File: src/rtl/acc_alu.sv
module acc_alu #(
  parameter int BYTE_W = 8,
  localparam int WORD_W = 2 * BYTE_W
) (
  input  logic [4:0]        op_i,
  input  logic              wide_i,
  input  logic [WORD_W-1:0] a_i,
  input  logic [WORD_W-1:0] b_i,
  input  logic              c_i,
  output logic [WORD_W-1:0] res_o,
  output logic              h_o,
  output logic              n_o,
  output logic              z_o,
  output logic              v_o,
  output logic              c_o,
  output logic [4:0]        upd_o,
  output logic              wb_o
);
  localparam int HB = BYTE_W / 2;
  localparam logic [4:0] OP_ADD = 5'd0,  OP_ADC = 5'd1,  OP_SUB = 5'd2,  OP_SBC = 5'd3;
  localparam logic [4:0] OP_NEG = 5'd4,  OP_AND = 5'd5,  OP_OR  = 5'd6,  OP_XOR = 5'd7;
  localparam logic [4:0] OP_COM = 5'd8,  OP_CLR = 5'd9,  OP_INC = 5'd10, OP_DEC = 5'd11;
  localparam logic [4:0] OP_CMP = 5'd12, OP_LSL = 5'd13, OP_LSR = 5'd14, OP_ASR = 5'd15;
  localparam logic [4:0] OP_ROL = 5'd16, OP_ROR = 5'd17, OP_BIT = 5'd18;
  localparam logic [WORD_W-1:0] LOW_MASK = {{BYTE_W{1'b0}}, {BYTE_W{1'b1}}};
  localparam logic [WORD_W-1:0] TOP_W = {1'b1, {(WORD_W-1){1'b0}}};
  localparam logic [WORD_W-1:0] TOP_B = {{BYTE_W{1'b0}}, 1'b1, {(BYTE_W-1){1'b0}}};

  logic [WORD_W-1:0] ax, by, msk, top, aw, sum, sh_l, sh_r;
  logic [BYTE_W:0]   sb;
  logic [WORD_W:0]   sw;
  logic              ci, cout, cin_msb, add_v, half, msb_in, shift_op, c_new, v_new;

  always_comb begin
    ax = a_i;
    by = b_i;
    ci = 1'b0;
    case (op_i)
      OP_ADC:         ci = c_i;
      OP_SUB, OP_CMP: begin by = ~b_i; ci = 1'b1; end
      OP_SBC:         begin by = ~b_i; ci = ~c_i; end
      OP_NEG:         begin ax = '0; by = ~a_i; ci = 1'b1; end
      OP_INC:         begin by = '0; ci = 1'b1; end
      OP_DEC:         by = '1;
      default:        ;
    endcase
  end

  assign sb = {1'b0, ax[BYTE_W-1:0]} + {1'b0, by[BYTE_W-1:0]} + {{BYTE_W{1'b0}}, ci};
  assign sw = {1'b0, ax} + {1'b0, by} + {{WORD_W{1'b0}}, ci};
  assign cout    = wide_i ? sw[WORD_W] : sb[BYTE_W];
  assign cin_msb = wide_i ? (ax[WORD_W-1] ^ by[WORD_W-1] ^ sw[WORD_W-1])
                          : (ax[BYTE_W-1] ^ by[BYTE_W-1] ^ sb[BYTE_W-1]);
  assign add_v = cout ^ cin_msb;
  assign half  = ax[HB] ^ by[HB] ^ sb[HB];
  assign sum   = wide_i ? sw[WORD_W-1:0] : {{BYTE_W{1'b0}}, sb[BYTE_W-1:0]};

  assign msk    = wide_i ? '1 : LOW_MASK;
  assign top    = wide_i ? TOP_W : TOP_B;
  assign aw     = a_i & msk;
  assign msb_in = wide_i ? a_i[WORD_W-1] : a_i[BYTE_W-1];
  assign sh_l   = {aw[WORD_W-2:0], 1'b0} & msk;
  assign sh_r   = {1'b0, aw[WORD_W-1:1]};

  always_comb begin
    res_o    = '0;
    c_new    = c_i;
    v_new    = 1'b0;
    h_o      = 1'b0;
    upd_o    = 5'b01111;
    wb_o     = 1'b1;
    shift_op = 1'b0;
    case (op_i)
      OP_ADD, OP_ADC: begin
        res_o = sum; c_new = cout; v_new = add_v;
        h_o   = half & ~wide_i;
        upd_o = wide_i ? 5'b01111 : 5'b11111;
      end
      OP_SUB, OP_SBC, OP_NEG, OP_CMP: begin
        res_o = sum; c_new = ~cout; v_new = add_v;
        wb_o  = (op_i != OP_CMP);
      end
      OP_INC, OP_DEC: begin
        res_o = sum; v_new = add_v; upd_o = 5'b01110;
      end
      OP_AND, OP_BIT: begin
        res_o = a_i & b_i & msk; upd_o = 5'b01110;
        wb_o  = (op_i != OP_BIT);
      end
      OP_OR:  begin res_o = (a_i | b_i) & msk; upd_o = 5'b01110; end
      OP_XOR: begin res_o = (a_i ^ b_i) & msk; upd_o = 5'b01110; end
      OP_COM: begin res_o = ~a_i & msk; c_new = 1'b1; end
      OP_CLR: c_new = 1'b0;
      OP_LSL: begin res_o = sh_l; c_new = msb_in; shift_op = 1'b1; end
      OP_ROL: begin res_o = sh_l | {{(WORD_W-1){1'b0}}, c_i}; c_new = msb_in; shift_op = 1'b1; end
      OP_LSR: begin res_o = sh_r; c_new = a_i[0]; shift_op = 1'b1; end
      OP_ASR: begin res_o = sh_r | (msb_in ? top : '0); c_new = a_i[0]; shift_op = 1'b1; end
      OP_ROR: begin res_o = sh_r | (c_i ? top : '0); c_new = a_i[0]; shift_op = 1'b1; end
      default: begin upd_o = 5'b00000; wb_o = 1'b0; end
    endcase
  end

  assign n_o = wide_i ? res_o[WORD_W-1] : res_o[BYTE_W-1];
  assign z_o = wide_i ? (res_o == '0) : (res_o[BYTE_W-1:0] == '0);
  assign c_o = c_new;
  assign v_o = shift_op ? (n_o ^ c_new) : v_new;
endmodule

File: config.mk
export PLATFORM = sky130hd
export DESIGN_NAME = acc_alu
export DESIGN_NICKNAME = d
export VERILOG_FILES = /design/src/rtl/acc_alu.sv
export SDC_FILE = /design/constraint.sdc
export NUM_CORES = 1
export LEC_CHECK = 0
export BUFFER_PORTS_ARGS = -buffer_cell sky130_fd_sc_hd__buf_4
export CORE_ASPECT_RATIO = 1.25
export CORE_MARGIN = 2
export CORE_UTILIZATION = 50
export DETAILED_ROUTE_END_ITERATION = 7
export MAX_ROUTING_LAYER = met4
export PLACE_DENSITY_LB_ADDON = 0.25
export RECOVER_POWER = 100
export REMOVE_ABC_BUFFERS = 1
export SLEW_MARGIN = 5
export SYNTH_ARGS = -nofsm -noshare
export SYNTH_HDL_FRONTEND = slang
export SYNTH_SLANG_ARGS = --single-unit
File: constraint.sdc
create_clock -name vclk -period 5.9
set_input_delay 0.885 -clock vclk [all_inputs]
set_output_delay 0.885 -clock vclk [all_outputs]
set_load 0.02 [all_outputs]
# ---- Yosys cells after proc, flatten, opt, wreduce, memory -nomap -nowiden
# Index checks and enable logic that the tools add are counted.
dict set report totals {
  latchBits 0
  out_inout_bits 27
  mem_count 0
  mem_bits_rw 0
  reg_bits 0
  input_bits 39
  romBits 0
  wordCells 87
}
dict set report classes {
  bitwise_logic 26
  mux 22
  n_shift 0
  n_reduce_logical 15
  n_addsub 4
  n_mul 0
  n_lt_le_gt_ge 0
  eq_ne 20
  div_mod_pow 0
}
# operator n
set ops {}
lappend ops {{16-bit one-hot mux with 10 select lines} 1}
lappend ops {{16-bit AND} 7}
lappend ops {{16-bit two-way mux} 6}
lappend ops {{16-bit one-hot mux with 4 select lines} 1}
lappend ops {{5-bit by 4-bit equality test with 1-bit output, second input constant} 8}
lappend ops {{16-bit inverter} 2}
lappend ops {{15-bit by 16-bit bitwise OR with 16-bit output} 2}
lappend ops {{5-bit by 3-bit equality test with 1-bit output, second input constant} 4}
lappend ops {{16-bit by 16-bit adder with 17-bit output} 1}
lappend ops {{17-bit by 1-bit adder with 17-bit output} 1}
lappend ops {{16-bit zero test} 1}
lappend ops {{16-bit by 1-bit bitwise OR with 16-bit output} 1}
lappend ops {{16-bit bitwise OR} 1}
lappend ops {{16-bit bitwise XOR} 1}
lappend ops {{5-bit equality test, second input constant} 3}
lappend ops {{5-bit one-hot mux with 3 select lines} 1}
lappend ops {{13-bit OR reduction} 1}
lappend ops {{11-bit OR reduction} 1}
lappend ops {{5-bit by 2-bit equality test with 1-bit output, second input constant} 2}
lappend ops {{8-bit by 8-bit adder with 9-bit output} 1}
lappend ops {{9-bit by 1-bit adder with 9-bit output} 1}
lappend ops {{1-bit two-way mux} 9}
lappend ops {{8-bit zero test} 1}
lappend ops {{4-bit OR reduction} 2}
lappend ops {{other kinds (15)} 28}

# ---- Longest topological paths before layout
# Gate-level depths: netlist (run 1).
dict set report logic_depth {
  depth_word 10
  mapped_depth 18
  depth_no_buf 15
}

# ---- Least setup slack after synthesis (run 1)
# OpenSTA, ideal clock, no wires.
dict set report synth_timing {
  path_type {input port to output port}
  startpoint {in op_i[2]}
  endpoint {out v_o}
  slack_ns -0.211
  path_stages 17
  n_path_buf 2
  required_time_ns 5.015
  t_arrival_ns 5.226
  path_cell_list {buf_2 > buf_2 > nand2b_1 > a21o_1 > a21oi_1 > o221ai_1 > o21a_1 > fa_1 > fa_1 > a211oi_1 > o21ai_0 > a211oi_1 > o21ai_0 > mux2i_1 > o21ai_0 > xor2_1 > o22ai_1}
}
dict set report synth_via {
  elab_chain_cells 10
  word_cells_on_any_way 51
  cone_classes {add/sub (4); eq/ne (18); mux (12); bitwise (7); reduce/logical (10)}
}
# element line_no
set synth_rtl {}
lappend synth_rtl {{start, declared} 5} ;# input logic [4:0] op_i,
lappend synth_rtl {{5-bit by 2-bit equality test with 1-bit output or 5-bit by 4-bit equality test with 1-bit output (tied branches)} {38, 73}}
lappend synth_rtl {{3-bit OR reduction (no line)} -}
lappend synth_rtl {{16-bit one-hot mux with 4 select lines} 38} ;# case (op_i)
lappend synth_rtl {{16-bit by 16-bit adder with 17-bit output or 8-bit by 8-bit adder with 9-bit output (tied branches)} {50, 49}}
lappend synth_rtl {{17-bit by 1-bit adder with 17-bit output or 9-bit by 1-bit adder with 9-bit output (tied branches)} {50, 49}}
lappend synth_rtl {{1-bit two-way mux} 51} ;# assign cout = wide_i ? sw[WORD_W] : sb[BYTE_W];
lappend synth_rtl {{1-bit inverter} 80} ;# res_o = sum; c_new = ~cout; v_new = add_v;
lappend synth_rtl {{1-bit one-hot mux with 6 select lines *} 73} ;# case (op_i)
lappend synth_rtl {{via c_o} 15} ;# output logic c_o,
lappend synth_rtl {{1-bit bitwise XOR *} 106} ;# assign v_o = shift_op ? (n_o ^ c_new) : v_new;
lappend synth_rtl {{1-bit two-way mux *} 106}
lappend synth_rtl {{end, declared} 14} ;# output logic v_o,
# Mark *: on every way through the listed nets, which the timed path passes. The rest lies on a longest branch.

# ---- Worst setup path after layout (run 1)
dict set report layout_timing {
  startpoint {in op_i[1]}
  endpoint {out z_o}
}
dict set report layout_via {
  elab_chain_cells 9
  word_cells_on_any_way 34
  cone_classes {add/sub (4); eq/ne (17); mux (6); reduce/logical (7)}
}
# element line_no
set layout_rtl {}
lappend layout_rtl {{5-bit by 2-bit equality test with 1-bit output or 5-bit by 4-bit equality test with 1-bit output (tied branches)} {38, 73}}
lappend layout_rtl {{3-bit OR reduction (no line)} -}
lappend layout_rtl {{16-bit one-hot mux with 4 select lines} 38}
lappend layout_rtl {{16-bit by 16-bit adder with 17-bit output or 8-bit by 8-bit adder with 9-bit output (tied branches)} {50, 49}}
lappend layout_rtl {{17-bit by 1-bit adder with 17-bit output or 9-bit by 1-bit adder with 9-bit output (tied branches)} {50, 49}}
lappend layout_rtl {{16-bit two-way mux} 56} ;# assign sum = wide_i ? sw[WORD_W-1:0] : {{BYTE_W{1'b0}}, sb[BYTE_W-1:0]};
lappend layout_rtl {{16-bit one-hot mux with 10 select lines *} 73}
lappend layout_rtl {{16-bit zero test or 8-bit zero test (tied branches)} 104} ;# assign z_o = wide_i ? (res_o == '0) : (res_o[BYTE_W-1:0] == '0);
lappend layout_rtl {{1-bit two-way mux *} 104}
lappend layout_rtl {{end, declared} 13} ;# output logic z_o,
# Every way passes the cells marked *; elsewhere a longest branch is shown, timed or not.

==> results.toml, run 1 <==
[outcome]
status = "completed"

[worst_setup_path]
crit_required_ns = 5.02
crit_fanout = 15
endpoint_kind = "output pin"
start_kind = "input pin"
cp_top_family = "compound AO/OA/AOI/OAI gates"
slowest_delay_ns = 0.47
critPathBufInv = 3
path_cells = "buf_4 > or3b_1 > a21oi_1 > o221ai_1 > o21a_1 > fa_1 > fa_1 > a211oi_2 > clkbuf_1 > o21bai_1 > a21oi_1 > xnor2_1 > a221o_1 > nor3_2 > nand4b_1 > nor4bb_1 > buf_4"
arrival_ns = 4.80
critical_path_class = "in -> out"
crit_slowest_cell = "fa_1"

[timing]
period_minus_slack_ns = 5.69
fmax_mhz = 176
relSlewSlack_pct = 33.4
final-max-slew-violation-count = 0
setup_ws_ns = 0.211
setup_viol = 0
tns_ns = 0
fin_crit_sh_pct = 96.4
worstMarginPinSlew_ns = 0.999
timing_hold_violations_final = 0

[logic_synthesis]
synth_cell_types = 75
yosysTopAreaCell = "ha_1"
synth_warnings = 0
syn_area_mm2 = 0.00312
syn-mean-instance-area_um2 = 7.06
yosys-top-cells-area = "ha_1 19%, a21oi_1 6.4%, o221ai_1 5.6%"
synthSimpleGateAreaFrac_pct = 23.0
muxShareOfSynthArea_pct = 0.321
synth_top_family_by_area = "compound AO/OA/AOI/OAI gates"
syn_inst = 442
synth_top_area_share_pct = 18.8
yosysMostFrequentCell = "ha_1"
synth-xor-area-share_pct = 3.09
synth_compound_area_share_pct = 42.7
seq_area_frac_synth_pct = 0
yosys.area_share.adder_pct = 20.4
ys_top_cells_by_count = "47 x ha_1, 41 x inv_1, 40 x a21oi_1, 33 x nand2_1, 21 x o21a_1"

[cells_and_area]
utilization_pct = 60.0
num-nets-final = 585
syn_to_final_growth_pct = 17.0
layout-drive-gt1-share_pct = 18.0
antenna_cells = 0
design.seq.count = 0
nFillCells = 635
nClkBuffers = 0
register_area_um2 = 0

[grt]
overflow = 0
grt_pass1_wl_mm = 18.2
grt_pass1_vias = 3554
grt_antenna_before_repair = 0
grt_usage_pct = 34.3
grt_start_max_net_pins = 22

[floorplan]
start_util_pct = 51.3
dieArea_mm2 = 0.00690
core_area_mm2 = 0.00609
die_x_um = 74.7
io_pins = 66
die_y_um = 92.3
num_rows = 32

[clock_network]
cts.hold.buffers_added = 0

[worst_hold_path]
hp-class = "in -> out"

[route]
wire_per_inst_um = 19.9
vias_per_cell = 6.59
antenna_left = 0
vias = 3822
drt_iter0_drc = 375
firstDrtPassIters = 5
route.detailed.drc = 0
postRouteWirelength_mm = 11.5

[power_and_ir_drop]
peakVddDrop_mv = 0.0713
cellPowerDensity_mw_per_mm2 = 105
leakage_nw = 1.70
power_mw = 0.385

[job]
drv_cap = 0

[placement]
hpwl_mm = 8.92
gp_congestion = 0.957
dp_slack_ns = 0.160
numPortBuffers = 66
-- layout by cell type, fill, tap and decap left out, types with 8 or more instances in the layout --
cell type	instances
o221ai_1	20
xnor2_1	8
o21a_1	21
and3_1	9
inv_1	41
nand2_1	33
clkbuf_1	14
a21oi_1	39
ha_1	47
o21ai_0	16
nor2_1	18
a21o_1	8
buf_4	69
-- cells by family after synthesis --
kind of cell,count (synthesis)
mux,1
fa+ha+maj,50
buf+inv,72
xor+xnor,11
compound gates,183
simple gates,125
-- what timing repair did --
| action | in CTS | in global routing |
|---|---|---|
| setup endpoints to repair | 0 | 3 |
| gates resized for setup | 0 | 7 |
| setup buffers | 0 | 0 |
| endpoints found under the hold margin | 0 | 0 |
-- final timing paths --
kind     from   end  cells after the start
max   op_i[1]   z_o                     17
min   op_i[2]  wb_o                      3
-- power breakdown --
part           internal [mW]  leakage [nW]  switching (mW)
registers                  0             0               0
clock network              0             0               0
logic                  0.155          1.70           0.230
-- metrics by stage --
stage          instance area [µm²]  hold slack (ns)  instances
6_report                      3650             2.15        580
5_1_grt                       3650             2.17        580
4_1_cts                       3690             2.15        580
3_5_place_dp                  3690             2.14        580
3_3_place_gp                  3690             2.14        580
2_1_floorplan                 2950             1.86        411
-- layer usage --
| layer | part of all wire, % | global-route usage, % |
|---|---|---|
| met3 | 8.1 | 3.70 |
| met5 | 0 | - |
| met4 | 3.2 | 11.9 |
| met1 | 41 | 46.4 |
| met2 | 48 | 52.6 |
-- final cells by class --
cell class / instances / area, µm² / share of cell area (%)
inverter: 41 / 154 / 4.21
multi-input combinational: 370 / 2820 / 77.1
tap: 85 / 106 / 2.91
timing repair buffer: 84 / 576 / 15.8
Power figures use the tool's default switching activity.
==> inputs of run 2 (changes only) <==
--- a/config.mk
+++ b/config.mk
@@ -7,7 +7,6 @@
 export LEC_CHECK = 0
 export BUFFER_PORTS_ARGS = -buffer_cell sky130_fd_sc_hd__buf_4
 export CORE_ASPECT_RATIO = 1.25
-export CORE_MARGIN = 2
 export CORE_UTILIZATION = 50
 export DETAILED_ROUTE_END_ITERATION = 7
 export MAX_ROUTING_LAYER = met4
==> results.toml, run 2 (synthesis results as in run 1) <==
[timing]
setup_viol = 0
fin_crit_sh_pct = 95.9
final-max-slew-violation-count = 0
fmax_mhz = 177
period_minus_slack_ns = 5.66
whs_ns = 2.16
relSlewSlack_pct = 33.5
worstMarginPinSlew_ns = 0.997
rsz0062_at_grt = "false"
timing_hold_violations_final = 0

[floorplan]
num_rows = 31
die_x_um = 72.7
io_pins = 66
die_y_um = 90.3
start_util_pct = 52.9
core_area_mm2 = 0.00590
dieArea_mm2 = 0.00657

[worst_hold_path]
hold_end = "res_o[1]"
hp-class = "in -> out"
worstHoldStart = "a_i[0]"
hold_path_depth = 4

[worst_setup_path]
crit_start = "op_i[1]"
slowest_delay_ns = 0.45
crit_fanout = 7
critical_path_class = "in -> out"
start_kind = "input pin"
crit_required_ns = 5.02
crit_slowest_cell = "fa_1"
path_cells = "buf_4 > or3b_1 > a21oi_1 > o221ai_1 > o21a_1 > fa_1 > fa_1 > xnor2_1 > o32ai_1 > nor4bb_1 > nand4b_1 > nor4_2 > nand4b_1 > nor4bb_1 > clkbuf_2"
endpoint_kind = "output pin"
arrival_ns = 4.77

[grt]
grt_pass1_vias = 3649
grt_antenna_before_repair = 0
grt_start_max_net_pins = 30
overflow = 0
grt_usage_pct = 34.4
grt_pass1_wl_mm = 17.7

[cells_and_area]
nClkBuffers = 0
design.seq.count = 0
layout-drive-gt1-share_pct = 17.8
register_area_um2 = 0
num-nets-final = 584
instances_no_fill = 576
final_cell_mix = "67 x buf_4, 47 x ha_1, 41 x inv_1, 40 x a21oi_1, 33 x nand2_1"
final_common_cell = "buf_4"
antenna_cells = 0
syn_to_final_growth_pct = 16.8

[outcome]
status = "completed"

[route]
drt_iter0_drc = 326
route.detailed.drc = 0
antenna_left = 0
firstDrtPassIters = 5
wire_per_inst_um = 19.3
vias = 3841
vias_per_cell = 6.67
postRouteWirelength_mm = 11.1

[power_and_ir_drop]
power_mw = 0.376
leakage_nw = 1.69
cellPowerDensity_mw_per_mm2 = 103
peakVddDrop_mv = 0.0569

[placement]
numPortBuffers = 66
gp_congestion = 0.967
dp_cells = 576
hpwl_mm = 8.44

[clock_network]
cts.hold.buffers_added = 0

[job]
drv_cap = 0
-- run 2: cell types whose count changed in the layout (fill, tap and decap cells not counted), sizes merged --
cell    change
buf         -2
clkbuf      +1
-- run 2: metal layers --
| layer | GRT usage, % | wire length, µm | vias to the layer above |
|---|---|---|---|
| li1 | - | - | 1806 |
| met1 | 43.3 | 4470 | 1769 |
| met2 | 54.4 | 5300 | 227 |
| met3 | 3.57 | 946 | 39 |
| met4 | 15.7 | 412 | 0 |
| met5 | - | 0 | - |
-- run 2: how the worst max path moves through the flow --
stage,endpoint,slack [ns]
2_1_floorplan,v_o,-0.77
3_3_place_gp,z_o,0.21
3_5_place_dp,z_o,0.16
4_1_cts,z_o,0.14
5_1_grt,v_o,0.03
6_report,z_o,0.24
-- run 2: area by class of cell --
cell class	instances	area (µm²)
tap	82	103
timing repair buffer	83	566
multi-input combinational	370	2820
inverter	41	154
fill	600	2250
-- run 2: where the power goes --
part | internal [mW] | switching [mW] | total, mW | leakage [nW]
logic | 0.153 | 0.224 | 0.376 | 1.69
registers | 0 | 0 | 0 | 0
clock network | 0 | 0 | 0 | 0
-- run 2: worst max-delay path: cells and delay by family --
family	cells	cell delay (ns)
xor+xnor	1	0.23
buf+inv	2	0.36
fa+ha+maj	2	0.90
simple gates	6	1.83
compound gates	4	0.56
-- run 2: through the flow --
| stage | setup TNS [ns] | instance area, µm² | util (%) | setup slack (ns) |
|---|---|---|---|---|
| 3_3_place_gp | 0 | 3680 | 62.4 | 0.209 |
| 2_1_floorplan | -1.92 | 2950 | - | -0.774 |
| 3_5_place_dp | 0 | 3680 | 62.4 | 0.157 |
| 4_1_cts | 0 | 3680 | 62.4 | 0.138 |
| 6_report | 0 | 3650 | 61.8 | 0.242 |
| 5_1_grt | 0 | 3650 | 61.8 | 0.0271 |
-- run 2: what timing repair did --
item | 4_1_cts | 5_1_grt
endpoints found under the hold margin | 0 | 0
buffers inserted | 0 | 0
gates resized for setup | 0 | 6
endpoints found under the setup margin | 0 | 3
==> inputs of run 3 (changes only) <==
--- a/config.mk
+++ b/config.mk
@@ -7,12 +7,11 @@
 export LEC_CHECK = 0
 export BUFFER_PORTS_ARGS = -buffer_cell sky130_fd_sc_hd__buf_4
 export CORE_ASPECT_RATIO = 1.25
-export CORE_UTILIZATION = 50
+export CORE_UTILIZATION = 45
 export DETAILED_ROUTE_END_ITERATION = 7
 export MAX_ROUTING_LAYER = met4
 export PLACE_DENSITY_LB_ADDON = 0.25
 export RECOVER_POWER = 100
-export REMOVE_ABC_BUFFERS = 1
 export SLEW_MARGIN = 5
 export SYNTH_ARGS = -nofsm -noshare
 export SYNTH_HDL_FRONTEND = slang
==> results.toml, run 3 (synthesis results as in run 1) <==
[power_and_ir_drop]
leakage_nw = 1.75
peakVddDrop_mv = 0.0612
cellPowerDensity_mw_per_mm2 = 108

[worst_setup_path]
start_kind = "input pin"
endpoint_kind = "output pin"
critical_path_class = "in -> out"
arrival_ns = 4.79
crit_required_ns = 5.02
crit_fanout = 17

[worst_hold_path]
worstHoldStart = "op_i[2]"
hp-class = "in -> out"
hold_end = "wb_o"
hold_path_depth = 3

[job]
drv_cap = 0

[route]
vias_per_cell = 6.52
route.detailed.drc = 0
vias = 3838
wire_per_inst_um = 19.8
antenna_left = 0
postRouteWirelength_mm = 11.7
firstDrtPassIters = 4
drt_iter0_drc = 295

[grt]
overflow = 0
grt_start_max_net_pins = 22
gr-usage-met1_pct = 41.1
grt_pass1_wl_mm = 18.6
grt.met3_usage_pct = 1.44
gr-max-usage-layer = "met2"
grt_pass1_vias = 3708
grt_use_met2_pct = 54.9
grt_usage_pct = 32.7
grt_antenna_before_repair = 0

[floorplan]
die_y_um = 95.1
num_rows = 33
io_pins = 66
core_area_mm2 = 0.00665
dieArea_mm2 = 0.00728
start_util_pct = 47.0
die_x_um = 76.5

[timing]
relSlewSlack_pct = 33.1
setup_viol = 0
period_minus_slack_ns = 5.67
timing_hold_violations_final = 0
final-max-slew-violation-count = 0
worstMarginPinSlew_ns = 1.00
fmax_mhz = 176
fin_crit_sh_pct = 96.2

[cells_and_area]
num-nets-final = 592
design.seq.count = 0
nClkBuffers = 0
register_area_um2 = 0
layout-drive-gt1-share_pct = 19.9
final_cell_mix = "80 x buf_4, 47 x ha_1, 41 x inv_1, 39 x a21oi_1, 33 x nand2_1"
antenna_cells = 0
final_common_cell = "buf_4"
nFillCells = 701
utilization_pct = 56.1
multi_input_area_mm2 = 0.00283
stdcell_area_mm2 = 0.00373
syn_to_final_growth_pct = 19.5

[logic_synthesis]
syn_nets = 530

[outcome]
status = "completed"

[placement]
hpwl_mm = 8.95
dpl_cell_area_mm2 = 0.00375
numPortBuffers = 66
gp_congestion = 0.983

[clock_network]
cts.hold.buffers_added = 0
## run 3: area by class of cell
type | instances | share of cell area (%)
multi-input cells | 370 | 75.8
repair buffers | 91 | 17.2
inverters | 41 | 4.12
well taps | 87 | 2.92
## run 3: power by group
part           switching [mW]  total (mW)  internal [mW]
Sequential                  0           0              0
Combinational           0.234       0.402          0.168
Clock                       0           0              0
Total                   0.234       0.402          0.168
## run 3: worst max path at each step
stage / from / endpoint / slack, ns / cells past startpoint
floorplan: op_i[2] / v_o / -0.003 / 17
global placement: op_i[2] / z_o / 0.17 / 17
detailed placement: op_i[2] / z_o / 0.14 / 16
CTS: op_i[2] / v_o / 0.09 / 17
global route: op_i[2] / z_o / -0.02 / 16
finish: op_i[2] / v_o / 0.23 / 17
## run 3: through the flow
stage | hold WS, ns | cells | TNS, ns | power, mW | setup WS [ns]
3_3_place_gp | 2.16 | 589 | 0 | 0.391 | 0.172
4_1_cts | 2.17 | 589 | 0 | 0.396 | 0.0909
3_5_place_dp | 2.16 | 589 | 0 | 0.394 | 0.145
5_1_grt | 2.21 | 589 | -0.0205 | 0.435 | -0.0205
6_report | 2.18 | 589 | 0 | 0.402 | 0.226
2_1_floorplan | 1.98 | 442 | -0.00308 | 0.253 | -0.00308
## run 3: per-layer routing
layer / wire length (µm) / part of all wire (%) / vias up
met2: 5350 / 46 / 181
met3: 788 / 6.7 / 35
met4: 496 / 4.2 / 0
met5: 0 / 0 / -
met1: 5050 / 43 / 1797
li1: - / - / 1825
## run 3: what timing repair did
| action | CTS | global route |
|---|---|---|
| endpoints found under the setup margin | 0 | 2 |
| setup buffers | 0 | 0 |
| gates resized for setup | 0 | 6 |
## run 3: worst max-delay path, cell delays in order
cell,delay (ns)
buf_4,0.18
or3b_1,0.40
a21oi_1,0.20
o221ai_1,0.14
o21a_1,0.14
fa_1,0.45
fa_1,0.42
a211oi_2,0.33
o21ai_0,0.29
a211oi_2,0.27
o21ai_0,0.22
mux2i_1,0.21
o21ai_1,0.07
buf_4,0.14
xor2_1,0.15
o22ai_1,0.13
buf_4,0.17
